<file path="src/rtl/cf_ide_pkg.sv">
// Shared constants and types for the CompactFlash True IDE PIO engine.
// Assumes the card-mode field is the top three bits of a 24-bit window.
package cf_ide_pkg;

    typedef enum logic [1:0] {
        SEQ_IDLE   = 2'd0,
        SEQ_ACTIVE = 2'd1,
        SEQ_FLOAT  = 2'd2
    } seq_state_e;

    localparam logic [2:0] MODE_TASKFILE = 3'b110;
    localparam logic [2:0] MODE_ALTSTAT  = 3'b111;

    localparam logic [2:0] CFG_SETUP = 3'd0;
    localparam logic [2:0] CFG_PULSE = 3'd1;
    localparam logic [2:0] CFG_CYCLE = 3'd2;
    localparam logic [2:0] CFG_FLOAT = 3'd3;
    localparam logic [2:0] CFG_FLAGS = 3'd4;

endpackage

</file>
<file path="src/rtl/cf_ide_cfg_regs.sv">
// Timing/flag configuration registers with clamping of the derived limits.
// Assumes writes arrive one per clock; outputs are the clamped values that
// the sequencer snapshots when it accepts a request.
module cf_ide_cfg_regs
    import cf_ide_pkg::*;
#(
    parameter int CNT_W     = 8,
    parameter int RST_SETUP = 7,
    parameter int RST_PULSE = 17,
    parameter int RST_CYCLE = 60,
    parameter int RST_FLOAT = 3
) (
    input  logic             clk,
    input  logic             rst_n,
    input  logic             cfg_we_i,
    input  logic [2:0]       cfg_sel_i,
    input  logic [CNT_W-1:0] cfg_wdata_i,
    output logic [CNT_W-1:0] setup_o,
    output logic [CNT_W:0]   strobe_end_o,
    output logic [CNT_W:0]   cycle_end_o,
    output logic [CNT_W-1:0] float_o,
    output logic             iordy_en_o,
    output logic             swap_o
);

    logic [CNT_W-1:0] setup_q, pulse_q, cycle_q, float_q;
    logic             iordy_en_q, swap_q;
    logic [CNT_W-1:0] pulse_eff;
    logic [CNT_W:0]   sum, cyc_ext;

    // Register file update on configuration writes.
    always_ff @(posedge clk) begin
        if (!rst_n) begin
            setup_q    <= CNT_W'(RST_SETUP);
            pulse_q    <= CNT_W'(RST_PULSE);
            cycle_q    <= CNT_W'(RST_CYCLE);
            float_q    <= CNT_W'(RST_FLOAT);
            iordy_en_q <= 1'b0;
            swap_q     <= 1'b0;
        end else if (cfg_we_i) begin
            case (cfg_sel_i)
                CFG_SETUP: setup_q <= cfg_wdata_i;
                CFG_PULSE: pulse_q <= cfg_wdata_i;
                CFG_CYCLE: cycle_q <= cfg_wdata_i;
                CFG_FLOAT: float_q <= cfg_wdata_i;
                CFG_FLAGS: begin
                    iordy_en_q <= cfg_wdata_i[0];
                    swap_q     <= cfg_wdata_i[1];
                end
                default: ;
            endcase
        end
    end

    // Clamp pulse to at least one clock and cycle to cover setup plus pulse.
    always_comb begin
        pulse_eff = (pulse_q == '0) ? CNT_W'(1) : pulse_q;
        sum       = {1'b0, setup_q} + {1'b0, pulse_eff};
        cyc_ext   = {1'b0, cycle_q};
        cycle_end_o  = (cyc_ext < sum) ? sum : cyc_ext;
        strobe_end_o = sum;
    end

    assign setup_o    = setup_q;
    assign float_o    = float_q;
    assign iordy_en_o = iordy_en_q;
    assign swap_o     = swap_q;

endmodule

</file>
<file path="src/rtl/cf_ide_addr_map.sv">
// Decodes the card-mode field and forms the register address, with the
// optional exchange of address bits 0 and 2. Purely combinational.
module cf_ide_addr_map
    import cf_ide_pkg::*;
#(
    parameter int ADDR_W = 24
) (
    input  logic [ADDR_W-1:0] addr_i,
    input  logic              swap_i,
    output logic              mode_ok_o,
    output logic              alt_o,
    output logic [2:0]        reg_o
);

    localparam int MODE_LSB = ADDR_W - 3;

    logic [2:0] mode;

    // Mode decode and optional bit swap of the register offset.
    always_comb begin
        mode      = addr_i[ADDR_W-1:MODE_LSB];
        mode_ok_o = (mode == MODE_TASKFILE) || (mode == MODE_ALTSTAT);
        alt_o     = (mode == MODE_ALTSTAT);
        reg_o     = swap_i ? {addr_i[0], addr_i[1], addr_i[2]} : addr_i[2:0];
    end

endmodule

</file>
<file path="src/rtl/cf_ide_bus_seq.sv">
// Bus-cycle sequencer: snapshots timing at acceptance, runs chip select for
// the cycle count, places the strobe after setup, freezes on IORDY low when
// enabled, captures read data as the strobe ends, then holds a float gap.
// Assumes start_i and skip_i are only raised while busy_o is low.
module cf_ide_bus_seq
    import cf_ide_pkg::*;
#(
    parameter int CNT_W  = 8,
    parameter int DATA_W = 16
) (
    input  logic              clk,
    input  logic              rst_n,
    input  logic              start_i,
    input  logic              skip_i,
    input  logic              write_i,
    input  logic              wide_i,
    input  logic              alt_i,
    input  logic [2:0]        reg_i,
    input  logic [DATA_W-1:0] wdata_i,
    input  logic [CNT_W-1:0]  setup_i,
    input  logic [CNT_W:0]    strobe_end_i,
    input  logic [CNT_W:0]    cycle_end_i,
    input  logic [CNT_W-1:0]  float_i,
    input  logic              iordy_en_i,
    output logic              busy_o,
    output logic              rsp_valid_o,
    output logic [DATA_W-1:0] rsp_rdata_o,
    output logic              ide_cs_n_o,
    output logic              ide_alt_o,
    output logic              ide_rd_n_o,
    output logic              ide_wr_n_o,
    output logic [2:0]        ide_addr_o,
    output logic              ide_wide_o,
    output logic [DATA_W-1:0] ide_dout_o,
    output logic              ide_doe_o,
    input  logic [DATA_W-1:0] ide_din_i,
    input  logic              ide_iordy_i
);

    seq_state_e        st_q;
    logic [CNT_W:0]    cnt_q;
    logic [CNT_W-1:0]  fcnt_q;
    logic [CNT_W:0]    s_setup_q, s_strobe_end_q, s_cycle_end_q;
    logic [CNT_W-1:0]  s_float_q;
    logic              s_iordy_en_q, s_write_q, s_wide_q, s_alt_q;
    logic [2:0]        s_reg_q;
    logic [DATA_W-1:0] s_wdata_q, rdata_q;
    logic              rsp_q;
    logic              strobe_on, stall;

    // Strobe window and IORDY stall condition for the current count.
    always_comb begin
        strobe_on = (st_q == SEQ_ACTIVE) && (cnt_q >= s_setup_q) && (cnt_q < s_strobe_end_q);
        stall     = strobe_on && s_iordy_en_q && !ide_iordy_i;
    end

    // Main sequencer: acceptance snapshot, counting, capture and float gap.
    always_ff @(posedge clk) begin
        if (!rst_n) begin
            st_q           <= SEQ_IDLE;
            cnt_q          <= '0;
            fcnt_q         <= '0;
            s_setup_q      <= '0;
            s_strobe_end_q <= '0;
            s_cycle_end_q  <= '0;
            s_float_q      <= '0;
            s_iordy_en_q   <= 1'b0;
            s_write_q      <= 1'b0;
            s_wide_q       <= 1'b0;
            s_alt_q        <= 1'b0;
            s_reg_q        <= '0;
            s_wdata_q      <= '0;
            rdata_q        <= '0;
            rsp_q          <= 1'b0;
        end else begin
            rsp_q <= 1'b0;
            case (st_q)
                SEQ_IDLE: begin
                    if (start_i) begin
                        st_q           <= SEQ_ACTIVE;
                        cnt_q          <= '0;
                        s_setup_q      <= {1'b0, setup_i};
                        s_strobe_end_q <= strobe_end_i;
                        s_cycle_end_q  <= cycle_end_i;
                        s_float_q      <= float_i;
                        s_iordy_en_q   <= iordy_en_i;
                        s_write_q      <= write_i;
                        s_wide_q       <= wide_i;
                        s_alt_q        <= alt_i;
                        s_reg_q        <= reg_i;
                        s_wdata_q      <= wdata_i;
                    end else if (skip_i) begin
                        rsp_q   <= 1'b1;
                        rdata_q <= '0;
                    end
                end
                SEQ_ACTIVE: begin
                    if (!stall) begin
                        if (strobe_on && !s_write_q && (cnt_q == s_strobe_end_q - 1'b1)) begin
                            rdata_q <= s_wide_q ? ide_din_i
                                                : {{(DATA_W-8){1'b0}}, ide_din_i[7:0]};
                        end
                        if (cnt_q == s_cycle_end_q - 1'b1) begin
                            rsp_q <= 1'b1;
                            if (!s_write_q && (s_float_q != '0)) begin
                                st_q   <= SEQ_FLOAT;
                                fcnt_q <= s_float_q;
                            end else begin
                                st_q <= SEQ_IDLE;
                            end
                        end else begin
                            cnt_q <= cnt_q + 1'b1;
                        end
                    end
                end
                SEQ_FLOAT: begin
                    if (fcnt_q == CNT_W'(1)) st_q <= SEQ_IDLE;
                    fcnt_q <= fcnt_q - 1'b1;
                end
                default: st_q <= SEQ_IDLE;
            endcase
        end
    end

    assign busy_o      = (st_q != SEQ_IDLE);
    assign rsp_valid_o = rsp_q;
    assign rsp_rdata_o = rdata_q;
    assign ide_cs_n_o  = (st_q != SEQ_ACTIVE);
    assign ide_rd_n_o  = !(strobe_on && !s_write_q);
    assign ide_wr_n_o  = !(strobe_on && s_write_q);
    assign ide_doe_o   = (st_q == SEQ_ACTIVE) && s_write_q;
    assign ide_dout_o  = s_wdata_q;
    assign ide_alt_o   = s_alt_q;
    assign ide_addr_o  = s_reg_q;
    assign ide_wide_o  = s_wide_q;

    // A strobe is only ever low inside chip select.
    p_strobe_in_cs_r4: assert property (@(posedge clk) disable iff (!rst_n)
        (!ide_rd_n_o || !ide_wr_n_o) |-> !ide_cs_n_o);

    // Read and write strobes are never low together.
    p_one_strobe_r4: assert property (@(posedge clk) disable iff (!rst_n)
        !(!ide_rd_n_o && !ide_wr_n_o));

    // A stalled strobe is still active one clock later.
    p_stall_holds_r6: assert property (@(posedge clk) disable iff (!rst_n)
        stall |=> strobe_on);

    // The completion pulse coincides with chip select rising.
    p_rsp_at_cs_end_r8: assert property (@(posedge clk) disable iff (!rst_n)
        $rose(ide_cs_n_o) |-> rsp_valid_o);

    // Output enable only starts together with chip select.
    p_doe_with_cs_r5: assert property (@(posedge clk) disable iff (!rst_n)
        $rose(ide_doe_o) |-> $fell(ide_cs_n_o));

endmodule

</file>
<file path="src/rtl/cf_ide_pio_engine.sv">
// Top of the CompactFlash True IDE PIO engine: host valid/ready request
// port, configuration port and card bus. Assumes one outstanding request.
module cf_ide_pio_engine
    import cf_ide_pkg::*;
#(
    parameter int ADDR_W    = 24,
    parameter int DATA_W    = 16,
    parameter int CNT_W     = 8,
    parameter int RST_SETUP = 7,
    parameter int RST_PULSE = 17,
    parameter int RST_CYCLE = 60,
    parameter int RST_FLOAT = 3
) (
    input  logic              clk,
    input  logic              rst_n,
    input  logic              cfg_we,
    input  logic [2:0]        cfg_sel,
    input  logic [CNT_W-1:0]  cfg_wdata,
    input  logic              req_valid,
    output logic              req_ready,
    input  logic [ADDR_W-1:0] req_addr,
    input  logic              req_write,
    input  logic              req_wide,
    input  logic [DATA_W-1:0] req_wdata,
    output logic              rsp_valid,
    output logic [DATA_W-1:0] rsp_rdata,
    output logic              ide_cs_n,
    output logic              ide_alt,
    output logic              ide_rd_n,
    output logic              ide_wr_n,
    output logic [2:0]        ide_addr,
    output logic              ide_wide,
    output logic [DATA_W-1:0] ide_dout,
    output logic              ide_doe,
    input  logic [DATA_W-1:0] ide_din,
    input  logic              ide_iordy
);

    logic [CNT_W-1:0] setup_w, float_w;
    logic [CNT_W:0]   strobe_end_w, cycle_end_w;
    logic             iordy_en_w, swap_w;
    logic             mode_ok_w, alt_w, busy_w, accept;
    logic [2:0]       reg_w;

    cf_ide_cfg_regs #(
        .CNT_W(CNT_W), .RST_SETUP(RST_SETUP), .RST_PULSE(RST_PULSE),
        .RST_CYCLE(RST_CYCLE), .RST_FLOAT(RST_FLOAT)
    ) cfg_i (
        .clk(clk), .rst_n(rst_n), .cfg_we_i(cfg_we), .cfg_sel_i(cfg_sel),
        .cfg_wdata_i(cfg_wdata), .setup_o(setup_w), .strobe_end_o(strobe_end_w),
        .cycle_end_o(cycle_end_w), .float_o(float_w), .iordy_en_o(iordy_en_w),
        .swap_o(swap_w)
    );

    cf_ide_addr_map #(.ADDR_W(ADDR_W)) map_i (
        .addr_i(req_addr), .swap_i(swap_w), .mode_ok_o(mode_ok_w),
        .alt_o(alt_w), .reg_o(reg_w)
    );

    assign req_ready = !busy_w;
    assign accept    = req_valid && req_ready;

    cf_ide_bus_seq #(.CNT_W(CNT_W), .DATA_W(DATA_W)) seq_i (
        .clk(clk), .rst_n(rst_n),
        .start_i(accept && mode_ok_w), .skip_i(accept && !mode_ok_w),
        .write_i(req_write), .wide_i(req_wide), .alt_i(alt_w), .reg_i(reg_w),
        .wdata_i(req_wdata), .setup_i(setup_w), .strobe_end_i(strobe_end_w),
        .cycle_end_i(cycle_end_w), .float_i(float_w), .iordy_en_i(iordy_en_w),
        .busy_o(busy_w), .rsp_valid_o(rsp_valid), .rsp_rdata_o(rsp_rdata),
        .ide_cs_n_o(ide_cs_n), .ide_alt_o(ide_alt), .ide_rd_n_o(ide_rd_n),
        .ide_wr_n_o(ide_wr_n), .ide_addr_o(ide_addr), .ide_wide_o(ide_wide),
        .ide_dout_o(ide_dout), .ide_doe_o(ide_doe), .ide_din_i(ide_din),
        .ide_iordy_i(ide_iordy)
    );

    // A request outside the True IDE modes completes without a bus cycle.
    p_skip_no_bus_r2: assert property (@(posedge clk) disable iff (!rst_n)
        (accept && !mode_ok_w) |=> (rsp_valid && ide_cs_n));

    // The host side is only ready while the card bus is idle.
    p_ready_idle_r7: assert property (@(posedge clk) disable iff (!rst_n)
        req_ready |-> ide_cs_n);

endmodule

</file>
<file path="config.mk">
export PLATFORM = sky130hd
export DESIGN_NAME = cf_ide_pio_engine
export DESIGN_NICKNAME = d
export VERILOG_FILES = /design/src/rtl/cf_ide_pkg.sv /design/src/rtl/cf_ide_cfg_regs.sv /design/src/rtl/cf_ide_addr_map.sv /design/src/rtl/cf_ide_bus_seq.sv /design/src/rtl/cf_ide_pio_engine.sv
export SDC_FILE = /design/constraint.sdc
export NUM_CORES = 1
export LEC_CHECK = 0
export BUFFER_PORTS_ARGS = -buffer_cell sky130_fd_sc_hd__clkbuf_2
export CORE_ASPECT_RATIO = 0.6
export CORE_MARGIN = 10
export CORE_UTILIZATION = 56
export DETAILED_ROUTE_END_ITERATION = 10
export GPL_TIMING_DRIVEN = 0
export HOLD_SLACK_MARGIN = 0.05
export PLACE_DENSITY = 0.85
export SYNTH_ARGS = -nofsm -noshare
export SYNTH_HDL_FRONTEND = slang
export SYNTH_SLANG_ARGS = --single-unit
</file>
<file path="constraint.sdc">
create_clock -name clk -period 5.9 [get_ports clk]
set_clock_uncertainty 0.15 [all_clocks]
set_input_delay 0.885 -clock clk [delete_from_list [all_inputs] [get_ports clk]]
set_output_delay 0.885 -clock clk [all_outputs]
set_load 0.1 [all_outputs]
</file>
==> reports/metrics.yaml, run 1 <==
grt:
  grt.total_usage_pct: 23.4
  grt_max_degree: 17
  grt_pass1_vias: 5817
  grt_pass1_wl_um: 30100
  overflow: 0
  antenna_found_initial: 0
route:
  drc: 0
  ant_nets: 0
  drt-total-wl_um: 18800
  drt_iter0_drc: 549
  detail_route.wl_per_cell_um: 17.8
  dr.pass1.iters: 7
  viasPerCell: 5.81
  vias: 6134
yosys:
  ys.warnings.count: 0
  syn_inst: 783
  synth_flop_cell: "dfxtp_1"
  syn-num-nets: 895
  postSynthAreaPerCell_um2: 8.19
  synth.distinct_cells: 66
  synth_edf_count: 0
  ys_seq_area_share_pct: 39.6
  synth_area_mm2: 0.00642
  synth_seq_cells: 127
  synthArstFlopShare_pct: 0
pwr:
  p_per_area_mw_per_mm2: 297
  power_w: 0.00229
  p_leak_nw: 3.19
  ir_drop_v: 0.000221
setup_path:
  cp_max_fo: 9
  worstPathArrival_ns: 4.61
  startpoint_type: "flip-flop"
  cp.required_ns: 6.01
  critPathCaptureType: "flip-flop"
  critical_path_class: "reg -> reg"
clock_tree:
  h-tree-depth: 4
  clk_pin_slew_ns: 0.06
  clk-insertion-delay-late_ns: 0.43
  cts_tree: "done"
  post_cts.repair.setup_buffers: 0
  clock-sinks: 127
  cts-resized-gates: 0
  cts_max_path_buffers: 2
  ctsHoldBuffers: 0
  numCtsBuffers: 17
  root_buffer: "clkbuf_16"
timing:
  hold_slack_ns: 0.302
  tns_ns: 0
  slew_violations: 0
  fin_crit_sh_pct: 76.4
  post-route-min-period_ns: 4.51
  finalSetupViolCount: 0
  rsz0062_at_grt: "false"
  finalHoldViolations: 0
  timing.slew.headroom_pct: 36.9
  max_freq_ghz: 0.222
  tightest_slew_ns: 0.935
floorplanning:
  core_area_mm2: 0.0113
  dieArea_mm2: 0.0163
  die_w_um: 158
  start_util_pct: 57.0
  rows: 30
  io_pins: 117
  die_h_um: 103
worst_hold_path:
  holdCritPathClass: "reg -> reg"
cells_and_area:
  mostFrequentLayoutCells: "nand2_1, dfxtp_1, a21oi_1, clkbuf_2, ha_1"
  layout-drive-gt1-share_pct: 17.0
  fin_cells: 1056
  layout_commonest_cell: "nand2_1"
  n_antenna_cell: 0
  areaGrowthSynthToFinish_pct: 20.2
  final_nets: 1012
placed_design:
  placed_cells: 1025
  dpl.hpwl_um: 14100
  io_buffers: 98
  place.gp.congestion: 0.939
job:
  cap_violations: 0
outcome:
  status: "finished, final reports clean"
## where the power goes
| group | internal (W) | switching [W] | leakage, nW |
|---|---|---|---|
| clock network | 0.000717 | 0.000403 | 0.302 |
| logic | 0.0000904 | 0.000183 | 1.86 |
| registers | 0.000878 | 0.0000198 | 1.03 |
## Yosys cell counts, drive strengths merged, types with 3 or more instances
master / n / area share (%)
a211oi: 8 / 1.1
or4: 8 / 0.94
xnor2: 19 / 2.6
nand3: 25 / 2.0
and3: 6 / 0.60
ha: 37 / 7.2
or3: 4 / 0.45
a211o: 3 / 0.43
o41ai: 3 / 0.41
nand2: 167 / 9.8
a22o: 16 / 2.2
and4: 3 / 0.41
nor3: 11 / 1.0
nor4: 10 / 1.3
o21ai: 15 / 1.2
o211a: 4 / 0.62
inv: 35 / 2.0
mux2i: 11 / 1.7
nand4: 5 / 0.49
o31a: 3 / 0.41
xor2: 10 / 1.4
o21a: 4 / 0.47
nor2: 36 / 2.1
a31oi: 5 / 0.49
nand2b: 8 / 0.78
dfxtp: 127 / 40
o211ai: 7 / 0.82
clkbuf: 35 / 2.0
a21boi: 3 / 0.35
buf: 7 / 0.55
a21oi: 100 / 7.9
o31ai: 11 / 1.4
a21o: 6 / 0.72
nor2b: 4 / 0.39
and2: 5 / 0.49
## logic make-up after synthesis
kind of cell	share of synthesized area, %
mux	2.07
flops	39.6
buf+inv	4.64
fa+ha+maj	7.53
xor+xnor	3.96
compound gates	20.2
simple gates	21.9
## area by class of cell
cell class	instances	area [um2]
Fill cell	939	3550
Inverter	35	131
Timing Repair Buffer	98	490
Multi-Input combinational cell	579	3580
Sequential cell	127	2540
Tap cell	144	180
Clock buffer	18	439
Clock inverter	13	189
Buffer	42	166
## critical path, stage by stage (launching register included)
cell and delay, ns:
dfxtp_1 0.32, nor4_1 0.35, a21o_1 0.18, ha_1 0.17, inv_1 0.06, fa_1 0.39, nor2b_1 0.14, o21ai_0 0.15
a21oi_1 0.23, nor2_1 0.08, xnor2_1 0.38, inv_1 0.10, ha_1 0.32, nand4_1 0.11, o31ai_1 0.41, and2_1 0.18
buf_2 0.23, mux2i_1 0.28, a21oi_1 0.12
## sequential cells by signal, summed over array words and instances (netlist names)
register	count
cfg_i.swap_o	1
cfg_i.iordy_en_o	1
seq_i.fcnt_q	8
cfg_i.setup_o	8
seq_i.ide_wide_o	1
seq_i.s_write_q	1
seq_i.rsp_valid_o	1
seq_i.s_cycle_end_q	9
seq_i.st_q	2
seq_i.s_float_q	8
cfg_i.float_o	8
seq_i.cnt_q	9
seq_i.ide_dout_o	16
seq_i.s_iordy_en_q	1
cfg_i.pulse_q	8
seq_i.s_setup_q	8
seq_i.ide_alt_o	1
seq_i.s_strobe_end_q	9
cfg_i.cycle_q	8
seq_i.rsp_rdata_o	16
seq_i.ide_addr_o	3
## routing by layer
metal | up-vias | GRT usage (%) | share of wire, %
met3 | 19 | 7.21 | 11
met4 | 0 | 6.52 | 0.86
met1 | 2889 | 31.4 | 44
met2 | 253 | 35.6 | 44
li1 | 2973 | - | -
met5 | - | 0 | 0
## through the flow
step	setup WS, ns	area [um2]	utilization (%)
after detailed placement	1.62	7090	62.9
after global routing	1.12	7710	68.5
after global placement	1.80	7090	62.9
after CTS	1.51	7710	68.5
after floorplan	2.38	6420	-
final	1.39	7710	68.5
## worst paths after layout
kind                                          start                endpoint  slack [ns]  cells past startpoint
worst min-delay path            seq_i.ide_dout_o[3]     seq_i.ide_dout_o[3]        0.30                      2
worst max register to register     cfg_i.pulse_q[4]  seq_i.s_cycle_end_q[0]        1.39                     18
worst max-delay path               cfg_i.pulse_q[4]  seq_i.s_cycle_end_q[0]        1.39                     18
worst min register to register  seq_i.ide_dout_o[3]     seq_i.ide_dout_o[3]        0.30                      2
(Power assumes the default switching activity.)
==> inputs of run 2 (changes only) <==
ABC_AREA = 1   (was unset)
CORE_UTILIZATION = 51   (was 56)
PLACE_DENSITY = 0.81   (was 0.85)
clock period = 3.7 ns   (was 5.9 ns; I/O delays follow)
==> reports/metrics.yaml, run 2 <==
outcome:
  status: "finished, final reports clean"  # unchanged
grt:
  overflow: 0  # unchanged
  grt_pass1_vias: 6469  # was 5817
  grtUsageMet3_pct: 7.81  # was 7.21%
  grt_pass1_wl_um: 33400  # was 30100 um
  antenna_found_initial: 0  # unchanged
  grt-busiest-layer: "met1"  # was met2
  grt_use_met1_pct: 32.1  # was 31.4%
  grt.total_usage_pct: 22.2  # was 23.4%
  grtUsageMet2_pct: 30.5  # was 35.6%
  grt_max_degree: 17  # unchanged
yosys:
  syn_inst: 988  # was 783
  synth.top_cell.area_share_pct: 36.9  # was 39.6%
  postSynthAreaPerCell_um2: 6.97  # was 8.19 um2
  synth_edf_count: 0  # unchanged
  synth_seq_cells: 127  # unchanged
  ys_seq_area_share_pct: 36.9  # was 39.6%
  synth.distinct_cells: 44  # was 66
  synthTopCellsByCount: "nand2_1, dfxtp_1, nor2_1"  # was nand2_1, dfxtp_1, a21oi_1
  syn-num-nets: 1100  # was 895
  synth_area_mm2: 0.00689  # was 0.00642 mm2
  ys.warnings.count: 0  # unchanged
  synthTopCellsByArea: "dfxtp_1, nand2_1, ha_1"  # was dfxtp_1, nand2_1, a21oi_1
  synthArstFlopShare_pct: 0  # unchanged
  synth_largest_area_cell: "dfxtp_1"  # unchanged
  yosys.cell_count.top_type: "nand2_1"  # unchanged
  synth_flop_cell: "dfxtp_1"  # unchanged
setup_path:
  critical_path_class: "reg -> reg"  # unchanged
  critPathCaptureType: "flip-flop"  # unchanged
  startpoint_type: "flip-flop"  # unchanged
  cp_max_fo: 7  # was 9
  r2r_end: "seq_i.s_cycle_end_q[5]"  # was seq_i.s_cycle_end_q[0]
  r2r-start: "cfg_i.pulse_q[4]"  # unchanged
  reg2reg_slack_ns: 0.14  # was 1.39 ns
  cp.required_ns: 3.87  # was 6.01 ns
  worstPathArrival_ns: 3.72  # was 4.61 ns
  startpoint: "cfg_i.pulse_q[4]"  # unchanged
  reg2reg_depth: 17  # was 18
cells_and_area:
  mostFrequentLayoutCells: "nand2_1, dfxtp_1, nor2_1"  # was nand2_1, dfxtp_1, a21oi_1, clkbuf_2, ha_1
  final_nets: 1220  # was 1012
  n_antenna_cell: 0  # unchanged
  utilization_pct: 63.6  # was 68.5%
  layout-drive-gt1-share_pct: 16.1  # was 17.0%
  layout_commonest_cell: "nand2_1"  # unchanged
  areaGrowthSynthToFinish_pct: 20.2  # about the same
pwr:
  ir_drop_v: 0.000326  # was 0.000221 V
  power_w: 0.00396  # was 0.00229 W
  p_per_area_mw_per_mm2: 478  # was 297 mW/mm2
  p_leak_nw: 3.96  # was 3.19 nW
floorplanning:
  start_util_pct: 53.0  # was 57.0%
  die_h_um: 110  # was 103 um
  dieArea_mm2: 0.0187  # was 0.0163 mm2
  core_area_mm2: 0.0130  # was 0.0113 mm2
  die_w_um: 170  # was 158 um
  rows: 32  # was 30
  io_pins: 117  # unchanged
timing:
  finalHoldViolations: 0  # unchanged
  timing.slew.headroom_pct: 46.9  # was 36.9%
  post-route-min-period_ns: 3.56  # was 4.51 ns
  fin_crit_sh_pct: 96.1  # was 76.4%
  finalSetupViolCount: 0  # unchanged
  slew_violations: 0  # unchanged
  fin_ws_ns: 0.144  # was 1.39 ns
  tightest_slew_ns: 0.790  # was 0.935 ns
  max_freq_ghz: 0.281  # was 0.222 GHz
clock_tree:
  clk-insertion-delay-late_ns: 0.42  # was 0.43 ns
  clock-sinks: 127  # unchanged
  root_buffer: "clkbuf_16"  # unchanged
  numCtsBuffers: 17  # unchanged
  ctsHoldBuffers: 0  # unchanged
  cts_tree: "done"  # unchanged
  clk_pin_slew_ns: 0.07  # was 0.06 ns
  h-tree-depth: 4  # unchanged
  cts_max_path_buffers: 2  # unchanged
route:
  detail_route.wl_per_cell_um: 16.0  # was 17.8 um
  viasPerCell: 5.48  # was 5.81
  dr.pass1.iters: 6  # was 7
  vias: 7069  # was 6134
  drt-total-wl_um: 20700  # was 18800 um
  ant_nets: 0  # unchanged
  drc: 0  # unchanged
  drt_iter0_drc: 921  # was 549
placed_design:
  dpl.hpwl_um: 15400  # was 14100 um
  dp_slack_ns: -0.215  # was 1.62 ns
  place.gp.congestion: 0.982  # was 0.939
  io_buffers: 97  # was 98
worst_hold_path:
  holdCritPathClass: "in -> reg"  # was reg -> reg
  holdPathEnd: "seq_i.ide_wide_o"  # was seq_i.ide_dout_o[3]
  min_path_cells: 3  # was 2
  hp-start: "req_wide"  # was seq_i.ide_dout_o[3]
job:
  cap_violations: 0  # unchanged
## run 2: layer usage
metal  part of all wire (%)  vias to the layer above
li1                       -                     3470
met1                     47                     3193
met2                     39                      371
met3                     13                       35
met4                    1.4                        0
met5                      0                        -
## run 2: power breakdown
part | internal [W] | switching [W] | total [W]
sequential | 0.00142 | 0.0000427 | 0.00146
combinational | 0.000221 | 0.000547 | 0.000768
clock | 0.000973 | 0.000751 | 0.00172
total | 0.00262 | 0.00134 | 0.00396
## run 2: what timing repair did
action,CTS,global route
resized for setup,3,8
setup buffers,2,2
setup endpoints to repair,8,8
pin swaps,2,6
## run 2: stage by stage
step / cells / cell area (um2) / TNS, ns / hold slack [ns]
final: 1291 / 8280 / 0 / 0.187
after global routing: 1291 / 8280 / -0.00469 / 0.189
after global placement: 1255 / 7590 / -0.866 / 0.291
after floorplan: 988 / 6890 / 0 / 0.275
after detailed placement: 1255 / 7590 / -1.17 / 0.292
after CTS: 1289 / 8230 / 0 / 0.176
## run 2: worst max-delay path by stage
stage,slack [ns],endpoint
floorplan,0.28,ide_doe
global placement,-0.17,seq_i.s_cycle_end_q[0]
detailed placement,-0.22,seq_i.s_cycle_end_q[0]
CTS,0.06,seq_i.s_cycle_end_q[0]
global route,-0.005,seq_i.s_cycle_end_q[0]
finish,0.14,seq_i.s_cycle_end_q[5]
## run 2: worst max-delay path: stages (launching register included)
cell and delay [ns]:
dfxtp_1 0.33, nor4_2 0.27, a31o_2 0.19, ha_2 0.18
inv_1 0.06, fa_2 0.39, o21ai_4 0.22, xor2_2 0.34
ha_1 0.31, nand2_1 0.09, nor2_1 0.05, a211oi_1 0.17
nor2_1 0.11, nor2_4 0.23, buf_6 0.14, nand3_1 0.07
nand3_1 0.11, nand2_1 0.05
## run 2: kinds of logic (layout without fill, tap and decap cells)
kind of cell             after synthesis  count (layout)  share of synthesized area, %
multiplexers                           2               2                         0.291
AO/OA/AOI/OAI                        161             161                          13.7
AND/OR/NAND/NOR                      483             483                          30.1
adder cells (fa/ha/maj)               38              38                          7.01
XOR/XNOR                              20              20                          2.54
buffers and inverters                157             290                          9.46
flip-flops                           127             127                          36.9
## run 2: area by class of cell
cell class / instances / area [um2]
well taps: 170 / 213
clock inverters: 15 / 180
repair buffers: 101 / 519
fillers: 1145 / 4730
clock buffers: 17 / 425
inverters: 118 / 443
multi-input cells: 704 / 3750
flip-flops and latches: 127 / 2540
plain buffers: 39 / 209
